==> src/rtl/flag_seq_pkg.sv <==
package flag_seq_pkg;

    localparam int CNT_W    = 4;
    localparam int E_BIT    = 2;  // counter bit that drives the E flag
    localparam int STOP_BIT = 3;  // counter bit that, with E_BIT, ends the run

    typedef enum logic [1:0] {
        ST_IDLE   = 2'b00,
        ST_COUNT  = 2'b01,
        ST_FINISH = 2'b11
    } seq_state_t;

    typedef struct packed {
        logic clear;   // clear counter and end flag
        logic count;   // increment counter, update E flag
        logic finish;  // set end flag
    } seq_ctl_t;

    function automatic logic at_stop(input logic [CNT_W-1:0] v);
        return v[E_BIT] & v[STOP_BIT];
    endfunction

endpackage

==> src/rtl/flag_seq_ctrl.sv <==
module flag_seq_ctrl
    import flag_seq_pkg::*;
(
    input  logic       clk,
    input  logic       rst,
    input  logic       start,
    input  logic       bit_e,
    input  logic       bit_stop,
    output seq_state_t state,
    output seq_ctl_t   ctl
);

    seq_state_t nxt;

    always_comb begin
        nxt = state;
        ctl = '0;
        unique case (state)
            ST_IDLE: begin
                if (start) begin
                    ctl.clear = 1'b1;
                    nxt       = ST_COUNT;
                end
            end
            ST_COUNT: begin
                ctl.count = 1'b1;
                if (bit_e && bit_stop) nxt = ST_FINISH;
            end
            ST_FINISH: begin
                ctl.finish = 1'b1;
                nxt        = ST_IDLE;
            end
            default: nxt = ST_IDLE;
        endcase
    end

    always_ff @(posedge clk) begin
        if (rst) state <= ST_IDLE;
        else     state <= nxt;
    end


    idle_hold_chk: assert property (@(posedge clk) disable iff (rst)
        (state == ST_IDLE && !start) |=> state == ST_IDLE);


    start_go_chk: assert property (@(posedge clk) disable iff (rst)
        (state == ST_IDLE && start) |=> state == ST_COUNT);


    stop_go_chk: assert property (@(posedge clk) disable iff (rst)
        (state == ST_COUNT && bit_e && bit_stop) |=> state == ST_FINISH);


    finish_back_chk: assert property (@(posedge clk) disable iff (rst)
        state == ST_FINISH |=> state == ST_IDLE);


    one_action_chk: assert property (@(posedge clk) disable iff (rst)
        $onehot0({ctl.clear, ctl.count, ctl.finish}));

endmodule

==> src/rtl/flag_seq_dp.sv <==
module flag_seq_dp
    import flag_seq_pkg::*;
(
    input  logic             clk,
    input  logic             rst,
    input  seq_ctl_t         ctl,
    output logic [CNT_W-1:0] cnt,
    output logic             e_flag,
    output logic             f_flag,
    output logic             bit_e,
    output logic             bit_stop
);

    localparam logic [CNT_W-1:0] ONE = CNT_W'(1);

    always_ff @(posedge clk) begin
        if (rst) begin
            cnt    <= '0;
            e_flag <= 1'b0;
            f_flag <= 1'b0;
        end else begin
            if (ctl.clear) begin
                cnt    <= '0;
                f_flag <= 1'b0;
            end
            if (ctl.count) begin
                cnt    <= cnt + ONE;
                e_flag <= cnt[E_BIT];
            end
            if (ctl.finish) f_flag <= 1'b1;
        end
    end

    assign bit_e    = cnt[E_BIT];
    assign bit_stop = cnt[STOP_BIT];


    count_step_chk: assert property (@(posedge clk) disable iff (rst)
        ctl.count |=> cnt == $past(cnt) + ONE);


    clear_zero_chk: assert property (@(posedge clk) disable iff (rst)
        ctl.clear |=> (cnt == '0 && !f_flag));


    finish_flag_chk: assert property (@(posedge clk) disable iff (rst)
        ctl.finish |=> (f_flag && $stable(cnt) && $stable(e_flag)));


    idle_keep_chk: assert property (@(posedge clk) disable iff (rst)
        (ctl == '0) |=> ($stable(cnt) && $stable(e_flag) && $stable(f_flag)));

endmodule

==> src/rtl/flag_seq_top.sv <==
module flag_seq_top
    import flag_seq_pkg::*;
(
    input  logic             clk,
    input  logic             rst,
    input  logic             start,
    output logic [CNT_W-1:0] cnt_q,
    output logic             e_q,
    output logic             f_q,
    output logic [1:0]       state_q
);

    seq_state_t st;
    seq_ctl_t   ctl;
    logic       b_e, b_stop;

    flag_seq_ctrl u_ctrl (
        .clk      (clk),
        .rst      (rst),
        .start    (start),
        .bit_e    (b_e),
        .bit_stop (b_stop),
        .state    (st),
        .ctl      (ctl)
    );

    flag_seq_dp u_dp (
        .clk      (clk),
        .rst      (rst),
        .ctl      (ctl),
        .cnt      (cnt_q),
        .e_flag   (e_q),
        .f_flag   (f_q),
        .bit_e    (b_e),
        .bit_stop (b_stop)
    );

    assign state_q = st;


    reset_state_chk: assert property (@(posedge clk)
        rst |=> (state_q == 2'b00 && cnt_q == '0 && !e_q && !f_q));


    end_value_chk: assert property (@(posedge clk) disable iff (rst)
        $rose(f_q) |-> (cnt_q == 4'b1101 && e_q && state_q == 2'b00));

endmodule

==> config.mk <==
export PLATFORM = sky130hd
export DESIGN_NAME = flag_seq_top
export DESIGN_NICKNAME = d
export VERILOG_FILES = /design/src/rtl/flag_seq_pkg.sv /design/src/rtl/flag_seq_ctrl.sv /design/src/rtl/flag_seq_dp.sv /design/src/rtl/flag_seq_top.sv
export SDC_FILE = /design/constraint.sdc
export NUM_CORES = 1
export LEC_CHECK = 0
export ABC_CLOCK_PERIOD_IN_PS = 1300
export BUFFER_PORTS_ARGS = -buffer_cell sky130_fd_sc_hd__buf_4
export CORE_AREA = 4 4 41 43
export CTS_BUF_LIST = sky130_fd_sc_hd__clkbuf_2 sky130_fd_sc_hd__clkbuf_4 sky130_fd_sc_hd__clkbuf_8
export CTS_CLUSTER_DIAMETER = 100
export DETAILED_ROUTE_END_ITERATION = 12
export DIE_AREA = 0 0 45 47
export MAX_ROUTING_LAYER = met4
export PLACE_DENSITY_LB_ADDON = 0.25
export SETUP_SLACK_MARGIN = 0.3
export SLEW_MARGIN = 5
export SYNTH_ARGS = -nofsm -noshare
export SYNTH_HDL_FRONTEND = slang
export SYNTH_HIERARCHICAL = 1
export SYNTH_SLANG_ARGS = --single-unit
==> constraint.sdc <==
create_clock -name clk -period 1.3 [get_ports clk]
set_clock_uncertainty 0.2 [all_clocks]
set_input_delay 0.26 -clock clk [delete_from_list [all_inputs] [get_ports clk]]
set_output_delay 0.26 -clock clk [all_outputs]
set_load 0.02 [all_outputs]
==> results of run 1 <==
## cells in the final DEF (no fill, tap or decap), types with 3 or more instances in the layout
cell,n
a21oi_2,3
clkbuf_4,4
dfxtp_4,3
nor3_2,3
buf_6,9
buf_4,9
dfxtp_2,5
nor2_1,5
## power by group through the flow
stage	combinational, mW	sequential (mW)	clock, mW
after floorplan	0.0388	0.270	0
after global placement	0.0640	0.264	0
after detailed placement	0.0640	0.265	0
after CTS	0.0803	0.258	0.242
after global routing	0.0882	0.259	0.256
final	0.0807	0.257	0.233
## cell type report
type	count	area, µm²	share of cell area
clock buffer	4	30.0	0.0457
inverter	1	3.75	0.00571
multi-input combinational	28	238	0.362
sequential	8	178	0.270
tap	15	18.8	0.0286
timing repair buffer	19	189	0.288
## stage by stage
| step | instances | hold slack, ns | setup WS (ns) |
|---|---|---|---|
| final | 75 | 0.0387 | -0.0305 |
| after global routing | 75 | 0.0315 | -0.130 |
| after CTS | 73 | 0.0292 | -0.0264 |
| after detailed placement | 63 | 0.288 | 0.00746 |
| after global placement | 63 | 0.282 | 0.0291 |
| after floorplan | 39 | 0.122 | 0.0593 |
## repair_timing
action | CTS | global route
gates cloned | 1 | 0
setup endpoints to repair | 14 | 14
buffers inserted | 5 | 2
pin swaps | 1 | 2
endpoints found under the hold margin | 0 | 0
resized for setup | 14 | 2
## flip-flops by register name (all words and copies together), names as in the netlist
register / count
u_dp/cnt: 4
u_ctrl/state: 2
u_dp/e_flag: 1
u_dp/f_flag: 1
## kinds of logic (layout without fill, tap and decap cells)
group	Yosys count	after routing
flops	8	8
compound gates	7	7
fa+ha+maj	1	1
mux	2	2
simple gates	17	18
buf+inv	4	24
## critical path, cell delays in order (launching register included)
cell	delay (ns)
dfxtp_4	0.36
buf_12	0.13
nor3b_4	0.26
nor2_2	0.08
mux2i_1	0.14
nor2_1	0.05
## per-layer routing
metal	global-route usage	wire, µm	vias to the layer above
met5	-	0	-
met4	0.0526	0	0
met3	0.0345	46	0
met2	0.164	420	9
met1	0.132	422	163
li1	-	-	180
## worst max-delay path by stage
stage                                  from                  endpoint  cells past startpoint
2_1_floorplan  u_ctrl/state[0]$_SDFFE_PP0P_  u_dp/cnt[2]$_SDFFE_PP0P_                      5
3_3_place_gp   u_ctrl/state[0]$_SDFFE_PP0P_  u_dp/cnt[2]$_SDFFE_PP0P_                      4
3_5_place_dp   u_ctrl/state[0]$_SDFFE_PP0P_  u_dp/cnt[2]$_SDFFE_PP0P_                      4
4_1_cts        u_ctrl/state[1]$_SDFFE_PP0P_  u_dp/cnt[0]$_SDFFE_PP0P_                      5
5_1_grt        u_ctrl/state[1]$_SDFFE_PP0P_  u_dp/cnt[0]$_SDFFE_PP0P_                      5
6_report       u_ctrl/state[1]$_SDFFE_PP0P_  u_dp/cnt[0]$_SDFFE_PP0P_                      5
==> results.json, run 1 <==
{
  "yosys.cell_count.top_type": "dfxtp_1",
  "ys_dominant_reg_cell": "dfxtp_1",
  "clock_buffers_created_by_tritoncts": 3,
  "post_synth_instance_area_um2": 393,
  "setup_repair_after_global_routing_missed_its_margin": "yes",
  "antenna_found_initial": 0,
  "layout.core_utilization": 0.505,
  "die_w_um": 45,
  "drc_errors": 0,
  "worst_skew_pair.late_latency_ns": 0.26,
  "ctsHoldBuffers": 0,
  "h-tree-depth": 1,
  "diodes": 0,
  "grt_pass1_wl_um": 1590,
  "fmax_ghz": 0.752,
  "floorplan.die.height_um": 47,
  "postSynthRegisterBits": 8,
  "post_synth_adder_cell_area": 0.0318,
  "post-dp-hpwl_um": 531,
  "worstSetupPathType": "reg -> reg",
  "netlist-cell-type-count": 20,
  "routed-via-count": 352,
  "async_reset_ff_frac": 0,
  "portBuffers": 10,
  "total_wirelength_um": 890,
  "postLayoutCellArea_um2": 657,
  "start_util": 0.302,
  "cts_tree": "yes",
  "min-delay-start": "rst",
  "timing.final.ws_setup_ns": -0.0305,
  "worst_slew_pin_slew_ns": 0.262,
  "sequential_to_total_area_share_from_yosys_stat": 0.408,
  "design.core.area_mm2": 0.00130,
  "synth_compound_gate_area_share": 0.127,
  "synth.avg_cell_area_um2": 10.1,
  "netSwitchingPower_mw": 0.142,
  "first_global_vias": 364,
  "synth_nets": 43,
  "final.min_clock_period_ns": 1.33,
  "power_per_cell_area_mw_per_mm2": 870,
  "finalCritPeriodShare": 1.02,
  "cell_internal_pwr_mw": 0.429,
  "grt_remaining_overflow": 0,
  "critical_path_start_type": "register",
  "final_net_count": 65,
  "outcome": "finished with violations",
  "hold_end": "u_ctrl/state[0]$_SDFFE_PP0P_",
  "gp_congestion": 0.587,
  "p_sw_frac": 0.249,
  "die_area_mm2": 0.00212,
  "final.setup.tns_ns": -0.0894,
  "netlist_top_cells_area": "dfxtp_1 41%, nor3_2 7.6%, mux2i_1 5.1%",
  "io_pins": 11,
  "regToRegStartpoint": "u_ctrl/state[1]$_SDFFE_PP0P_",
  "row_count": 13,
  "layout-area-overhead-vs-synth_pct": 67.2,
  "syn-instance-count": 39,
  "ir_drop_mv": 0.417,
  "r2r.worst_path.cells": 5,
  "num-fill-cells": 125,
  "route.detailed.wl_per_inst_um": 11.9,
  "placement.cell_area_um2": 504,
  "yosysTopAreaCellShare": 0.408,
  "cap_viol_max_count": 0,
  "numClockSinks": 8,
  "maximum_number_of_pins_on_one_net_before_global_route_repair": 9,
  "drtPass1Iterations": 2,
  "cell_depth_of_the_worst_min_delay_path": 2,
  "synth_xor_xnor_area_share": 0,
  "p_total_mw": 0.571,
  "finalHoldViolations": 0,
  "synth-edff-count": 0,
  "critPathCaptureType": "register",
  "maxSlewHeadroom": 0.825,
  "post_synth_and_or_nand_nor_area_fraction": 0.306,
  "violations_in_the_final_reports": "setup timing",
  "clockPowerShare": 0.408,
  "r2r-end": "u_dp/cnt[0]$_SDFFE_PP0P_",
  "power.share.combinational": 0.141,
  "slew_violations": 0,
  "critical_path_required_ns": 1.24,
  "main_combinational_cell_family_by_area_after_synthesis": "simple AND/OR/NAND/NOR gates",
  "first_iter_violations": 5,
  "globalRouteTotalUtil": 0.109,
  "cts.root.buffer_cell": "clkbuf_4",
  "synth.yosys.warnings": 6,
  "clkSlewWorstSetupHoldPaths_ns": 0.07,
  "worst_hold_path_type": "in -> reg",
  "fraction_of_final_layout_cells_sized_beyond_drive_strength_1": 0.767,
  "worst_path_fanout_max": 4,
  "postRouteAntennaNets": 0,
  "synth.mux.area_fraction": 0.0510,
  "timing.critical_path.arrival_ns": 1.27,
  "clock_path_buffers": 2,
  "r2r_slack_ns": -0.03,
  "finalSetupViolCount": 5,
  "leakage_nw": 0.278,
  "netlist.top_cell.by_area": "dfxtp_1",
  "pwr-share-seq": 0.451,
  "synthTopCellsByCount": "8 x dfxtp_1, 5 x nor2_1, 3 x a21oi_1, 3 x nor3_2",
  "drt-vias-per-instance": 4.69
}
No activity file was read; power rests on OpenSTA's default activity.
==> inputs of run 2 (changes only) <==
--- a/config.mk
+++ b/config.mk
@@ -14,6 +14,7 @@
 export DIE_AREA = 0 0 45 47
 export MAX_ROUTING_LAYER = met4
 export PLACE_DENSITY_LB_ADDON = 0.25
+export RECOVER_POWER = 100
 export SETUP_SLACK_MARGIN = 0.3
 export SLEW_MARGIN = 5
 export SYNTH_ARGS = -nofsm -noshare
==> constraint.sdc (replaced) <==
create_clock -name clk -period 1.3 [get_ports clk]
set_clock_uncertainty 0.2 [all_clocks]
set_input_delay 0.26 -clock clk [delete_from_list [all_inputs] [get_ports clk]]
set_output_delay 0.26 -clock clk [all_outputs]
set_load 0.1 [all_outputs]
==> run 2 against run 1 <==
Net effect: register-to-register slack better by 0.06 ns; cell count rose by 1.3%; die area is the same; clock-buffer cell count shrank 1; the run now ends clean; utilization up 6.1 points; maximum frequency rose by 2.9%; critical path depth shrank 4; non-clock buffer count rose by 3; critical path type is now reg -> out; sequential power shrank 2%; sequential share of layout area decreased by 1.9 points; global-route usage shrank 0.40 points; largest cell class is now buffers; critical endpoint is now state_q[1].
==> results.json, run 2 (same netlist as run 1, synthesis figures left out) <==
{
  "clock_buffers_created_by_tritoncts": 3,
  "floorplan.die.height_um": 47,
  "crit_path_cell_trace": "buf_12",
  "worst_skew_pair.late_latency_ns": 0.25,
  "worst_slew_pin_slew_ns": 0.129,
  "outcome": "completed",
  "max_flop_register": "u_dp/cnt",
  "die_area_mm2": 0.00212,
  "route.detailed.wl_per_inst_um": 12.2,
  "design.core.area_mm2": 0.00130,
  "final.setup.tns_ns": 0,
  "first_iter_violations": 2,
  "finalCritPeriodShare": 0.995,
  "critPathCaptureType": "primary output",
  "drt-vias-per-instance": 4.53,
  "layout_commonest_cell": "buf_4",
  "clock_path_buffers": 2,
  "post-dp-hpwl_um": 582,
  "maximum_number_of_pins_on_one_net_before_global_route_repair": 9,
  "postLayoutCellArea_um2": 736,
  "critical_path_required_ns": 0.84,
  "final_net_count": 67,
  "p_total_mw": 0.599,
  "top_regs": "u_dp/cnt: 4 flops, u_ctrl/state: 2 flops",
  "pre_cts_slack_ns": 0.0248,
  "placement.cell_area_um2": 515,
  "cts.root.buffer_cell": "clkbuf_4",
  "placed_cells": 63,
  "critical_path.slowest_cell": "dfxtp_4",
  "io_pins": 11,
  "fmax_ghz": 0.773,
  "clkSlewWorstSetupHoldPaths_ns": 0.06,
  "antenna_found_initial": 0,
  "grt_pass1_wl_um": 1600,
  "finalHoldViolations": 0,
  "finalSetupViolCount": 0,
  "timing.final.ws_setup_ns": 0.00689,
  "total_wirelength_um": 929,
  "layout.core_utilization": 0.565,
  "globalRouteTotalUtil": 0.105,
  "start_util": 0.302,
  "ir_drop_mv": 0.535,
  "regToRegStartpoint": "u_ctrl/state[1]$_SDFFE_PP0P_",
  "r2r_slack_ns": 0.03,
  "first_global_vias": 375,
  "drtPass1Iterations": 3,
  "routed-via-count": 344,
  "portBuffers": 10,
  "leakage_nw": 0.300,
  "postRouteAntennaNets": 0,
  "critical_path_start_type": "register",
  "maxSlewHeadroom": 0.912,
  "worstSetupPathType": "reg -> out",
  "worst_path_fanout_max": 6,
  "min-delay-start": "rst",
  "cp_top_family": "flip-flops",
  "drc_errors": 0,
  "diodes": 0,
  "power_per_cell_area_mw_per_mm2": 814,
  "grt_remaining_overflow": 0,
  "cts_tree": "yes",
  "cap_viol_max_count": 0,
  "worst_hold_path_type": "in -> reg",
  "layout.cells.most_common_list": "11 x buf_4, 6 x buf_12, 6 x dfxtp_4",
  "die_w_um": 45,
  "setup_repair_after_global_routing_missed_its_margin": "yes",
  "critical_path.n_buffers_inverters": 1,
  "largest_register_ffs": 4,
  "numClockSinks": 8,
  "startpoint": "u_ctrl/state[1]$_SDFFE_PP0P_",
  "fraction_of_final_layout_cells_sized_beyond_drive_strength_1": 0.803,
  "slew_violations": 0,
  "h-tree-depth": 1,
  "maximum_cell_stage_delay_along_the_critical_path_ns": 0.40,
  "layout-area-overhead-vs-synth_pct": 87.3,
  "fin_hold_ws_ns": 0.0366,
  "final.min_clock_period_ns": 1.29,
  "row_count": 13,
  "gp_congestion": 0.732,
  "post_layout_nonfiller_instances": 76,
  "timing.critical_path.arrival_ns": 0.83
}
## run 2: cell count changes in the layout (fill, tap and decap cells not counted), sizes merged
cell / change
clkbuf: -1
nor2b: -1
buf: +3
## run 2: repair_timing
action / CTS / global route
hold buffers: 0 / 0
cloned: 0 / 0
pin swaps: 4 / 2
setup endpoints to repair: 14 / 15
setup buffers: 8 / 2
gates resized for setup: 31 / 2
## run 2: final cells by class
cell class / count / area, µm²
clock buffer: 3 / 22.5
sequential: 8 / 185
multi-input combinational: 27 / 235
timing repair buffer: 22 / 270
inverter: 1 / 3.75
fill: 127 / 566
tap: 15 / 18.8
## run 2: report_power, final
part           switching (mW)  internal, mW
Sequential            0.00957         0.241
Clock                  0.0858         0.106
Combinational          0.0836        0.0728
## run 2: worst paths after layout
kind         depth (start not counted)                      endpoint
min reg2reg                          1  u_ctrl/state[0]$_SDFFE_PP0P_
min                                  2      u_dp/cnt[2]$_SDFFE_PP0P_
max reg2reg                          5      u_dp/cnt[3]$_SDFFE_PP0P_
max                                  1                    state_q[1]
## run 2: per-layer routing
metal / wire, µm / vias up / global-route usage
met5: 0 / - / -
li1: - / 179 / -
met3: 38 / 0 / 0.0230
met1: 414 / 160 / 0.137
met2: 476 / 5 / 0.169
met4: 0 / 0 / 0.0175
==> inputs of run 3 (changes only) <==
--- a/config.mk
+++ b/config.mk
@@ -5,6 +5,7 @@
 export SDC_FILE = /design/constraint.sdc
 export NUM_CORES = 1
 export LEC_CHECK = 0
+export ABC_AREA = 1
 export ABC_CLOCK_PERIOD_IN_PS = 1300
 export BUFFER_PORTS_ARGS = -buffer_cell sky130_fd_sc_hd__buf_4
 export CORE_AREA = 4 4 41 43
==> run 3 against run 2 <==
Net effect: the flow now finishes with violations (hold timing); first-iteration DRC count fell by 50%; clock power rose by 23%; cell count rose by 5.3%; cell area fell by 3.2%; utilization fell by 1.8 points; via count rose by 5.5%; area after synthesis fell by 7.3%; global-route usage rose by 1.3 points; sequential share of layout area rose by 1.5 points; combinational power rose by 17%; critical path type unchanged; critical endpoint is now cnt_q[0]; largest power group unchanged; highest routed layer is now met4.
==> results.json, run 3 <==
{
  "h-tree-depth": 1,
  "synthTopCellsByCount": "11 x nor2_1, 8 x dfxtp_1, 6 x inv_1",
  "outcome": "finished with violations",
  "critical_path_start_type": "register",
  "synth-edff-count": 0,
  "io_pins": 11,
  "route.detailed.wl_per_inst_um": 11.8,
  "cts.root.buffer_cell": "clkbuf_4",
  "maximum_number_of_pins_on_one_net_before_global_route_repair": 8,
  "cell_internal_pwr_mw": 0.453,
  "violations_in_the_final_reports": "hold timing",
  "fraction_of_final_layout_cells_sized_beyond_drive_strength_1": 0.631,
  "cap_viol_max_count": 0,
  "die_area_mm2": 0.00212,
  "critical_path.slowest_cell": "dfxtp_4",
  "fmax_ghz": 0.773,
  "worst_path_fanout_max": 4,
  "finalHoldViolations": 1,
  "gp_congestion": 0.737,
  "synth_nets": 53,
  "post-dp-hpwl_um": 564,
  "finalSetupViolCount": 0,
  "grt_pass1_wl_um": 1620,
  "setup_repair_after_global_routing_missed_its_margin": "yes",
  "maxSlewHeadroom": 0.809,
  "fin_hold_ws_ns": -0.0334,
  "critPathCaptureType": "primary output",
  "crit_path_cell_trace": "buf_12",
  "postRouteAntennaNets": 0,
  "clock_path_buffers": 2,
  "timing.critical_path.arrival_ns": 0.83,
  "floorplan.die.height_um": 47,
  "leakage_nw": 0.311,
  "power_per_cell_area_mw_per_mm2": 956,
  "clkSlewWorstSetupHoldPaths_ns": 0.06,
  "total_wirelength_um": 940,
  "worst_slew_pin_slew_ns": 0.286,
  "netSwitchingPower_mw": 0.228,
  "numClockSinks": 8,
  "critical_path.n_buffers_inverters": 1,
  "async_reset_ff_frac": 0,
  "row_count": 13,
  "cts_tree": "yes",
  "maximum_cell_stage_delay_along_the_critical_path_ns": 0.39,
  "postLayoutCellArea_um2": 712,
  "netlist_top_cells_area": "dfxtp_1 44%, nor2_1 11%, inv_1 6.2%",
  "yosys.cell_count.top_type": "nor2_1",
  "design.core.area_mm2": 0.00130,
  "diodes": 0,
  "drt-vias-per-instance": 4.54,
  "ys_dominant_reg_cell": "dfxtp_1",
  "routed-via-count": 363,
  "cp_top_family": "flip-flops",
  "clockPowerShare": 0.346,
  "finalCritPeriodShare": 0.995,
  "worst_skew_pair.late_latency_ns": 0.26,
  "final.min_clock_period_ns": 1.29,
  "clock_buffers_created_by_tritoncts": 3,
  "layout-area-overhead-vs-synth_pct": 95.5,
  "die_w_um": 45,
  "p_total_mw": 0.680,
  "final_net_count": 70,
  "worstSetupPathType": "reg -> out",
  "yosysTopAreaCellShare": 0.440,
  "grt_remaining_overflow": 0,
  "antenna_found_initial": 0,
  "largest_register_ffs": 4,
  "first_global_vias": 349,
  "portBuffers": 10,
  "top_regs": "u_dp/cnt: 4 flops, u_ctrl/state: 2 flops",
  "start_util": 0.280,
  "netlist-cell-type-count": 16,
  "worst_hold_path_type": "in -> reg",
  "critical_path_required_ns": 0.84,
  "sequential_to_total_area_share_from_yosys_stat": 0.440,
  "layout.cells.most_common_list": "8 x buf_12, 8 x nor2_1, 8 x dfxtp_4",
  "postSynthRegisterBits": 8,
  "placement.cell_area_um2": 485,
  "syn-instance-count": 49,
  "pwr-share-seq": 0.384,
  "post_layout_nonfiller_instances": 80,
  "first_iter_violations": 1,
  "p_sw_frac": 0.334,
  "drtPass1Iterations": 2,
  "drc_errors": 0,
  "max_flop_register": "u_dp/cnt",
  "netlist.top_cell.by_area": "dfxtp_1",
  "placed_cells": 72,
  "power.share.combinational": 0.270,
  "slew_violations": 0,
  "post_synth_instance_area_um2": 364,
  "globalRouteTotalUtil": 0.119,
  "synth.yosys.warnings": 6,
  "synth.avg_cell_area_um2": 7.43,
  "ir_drop_mv": 0.553
}
-- run 3: cell types whose count changed after synthesis, sizes merged, moves of 2 or more --
cell   before  now
a21oi       4    2
nor3        3    1
inv         1    7
nand3       2    4
mux2i       2    0
nand2       0    8
nor2b       2    0
nor2        6   12
-- run 3: final timing paths --
check                           slack (ns)  depth (start not counted)                        to                         start
worst max-delay path                 0.007                          1                  cnt_q[0]      u_dp/cnt[0]$_SDFFE_PP0P_
worst min-delay path                 -0.03                          2  u_dp/f_flag$_SDFFE_PP0P_                           rst
worst max register to register        0.08                          4  u_dp/f_flag$_SDFFE_PP0P_  u_ctrl/state[0]$_SDFFE_PP0P_
worst min register to register        0.32                          2  u_dp/f_flag$_SDFFE_PP0P_      u_dp/f_flag$_SDFFE_PP0P_
-- run 3: kinds of logic after synthesis --
group           count (synthesis)  synth area share
compound gates                  4            0.0550
flops                           8             0.440
simple gates                   27             0.357
fa+ha+maj                       1            0.0344
buf+inv                         9             0.113
-- run 3: power by group through the flow --
stage          Clock (mW)  Sequential, mW  Combinational (mW)
6_report            0.236           0.261               0.183
5_1_grt             0.264           0.263               0.194
4_1_cts             0.248           0.259               0.169
3_5_place_dp            0           0.262               0.130
3_3_place_gp            0           0.262               0.130
2_1_floorplan           0           0.325              0.0398
-- run 3: per-stage QoR --
stage	setup TNS (ns)	setup slack (ns)	util
after detailed placement	0	0.139	0.373
after CTS	0	0.000494	0.516
after floorplan	0	0.0122	-
final	0	0.00673	0.547
after global routing	-0.0917	-0.0286	0.547
after global placement	0	0.131	0.373
-- run 3: area by class of cell --
| class | count | area [µm²] |
|---|---|---|
| well taps | 15 | 18.8 |
| flip-flops and latches | 8 | 190 |
| inverters | 7 | 48.8 |
| multi-input cells | 32 | 215 |
| repair buffers | 14 | 209 |
| fillers | 137 | 589 |
| clock buffers | 4 | 30.0 |
-- run 3: timing repair --
action | 4_1_cts | 5_1_grt
buffers inserted | 4 | 0
pin swaps | 5 | 3
resized for setup | 32 | 13
hold endpoints to repair | 1 | 1
setup endpoints to repair | 14 | 14
-- run 3: per-layer routing --
layer	global-route usage	up-vias	part of all wire
met1	0.121	164	0.39
met4	0.0877	0	0.031
met3	0.0613	5	0.066
met2	0.172	10	0.51
met5	-	-	0
li1	-	184	-
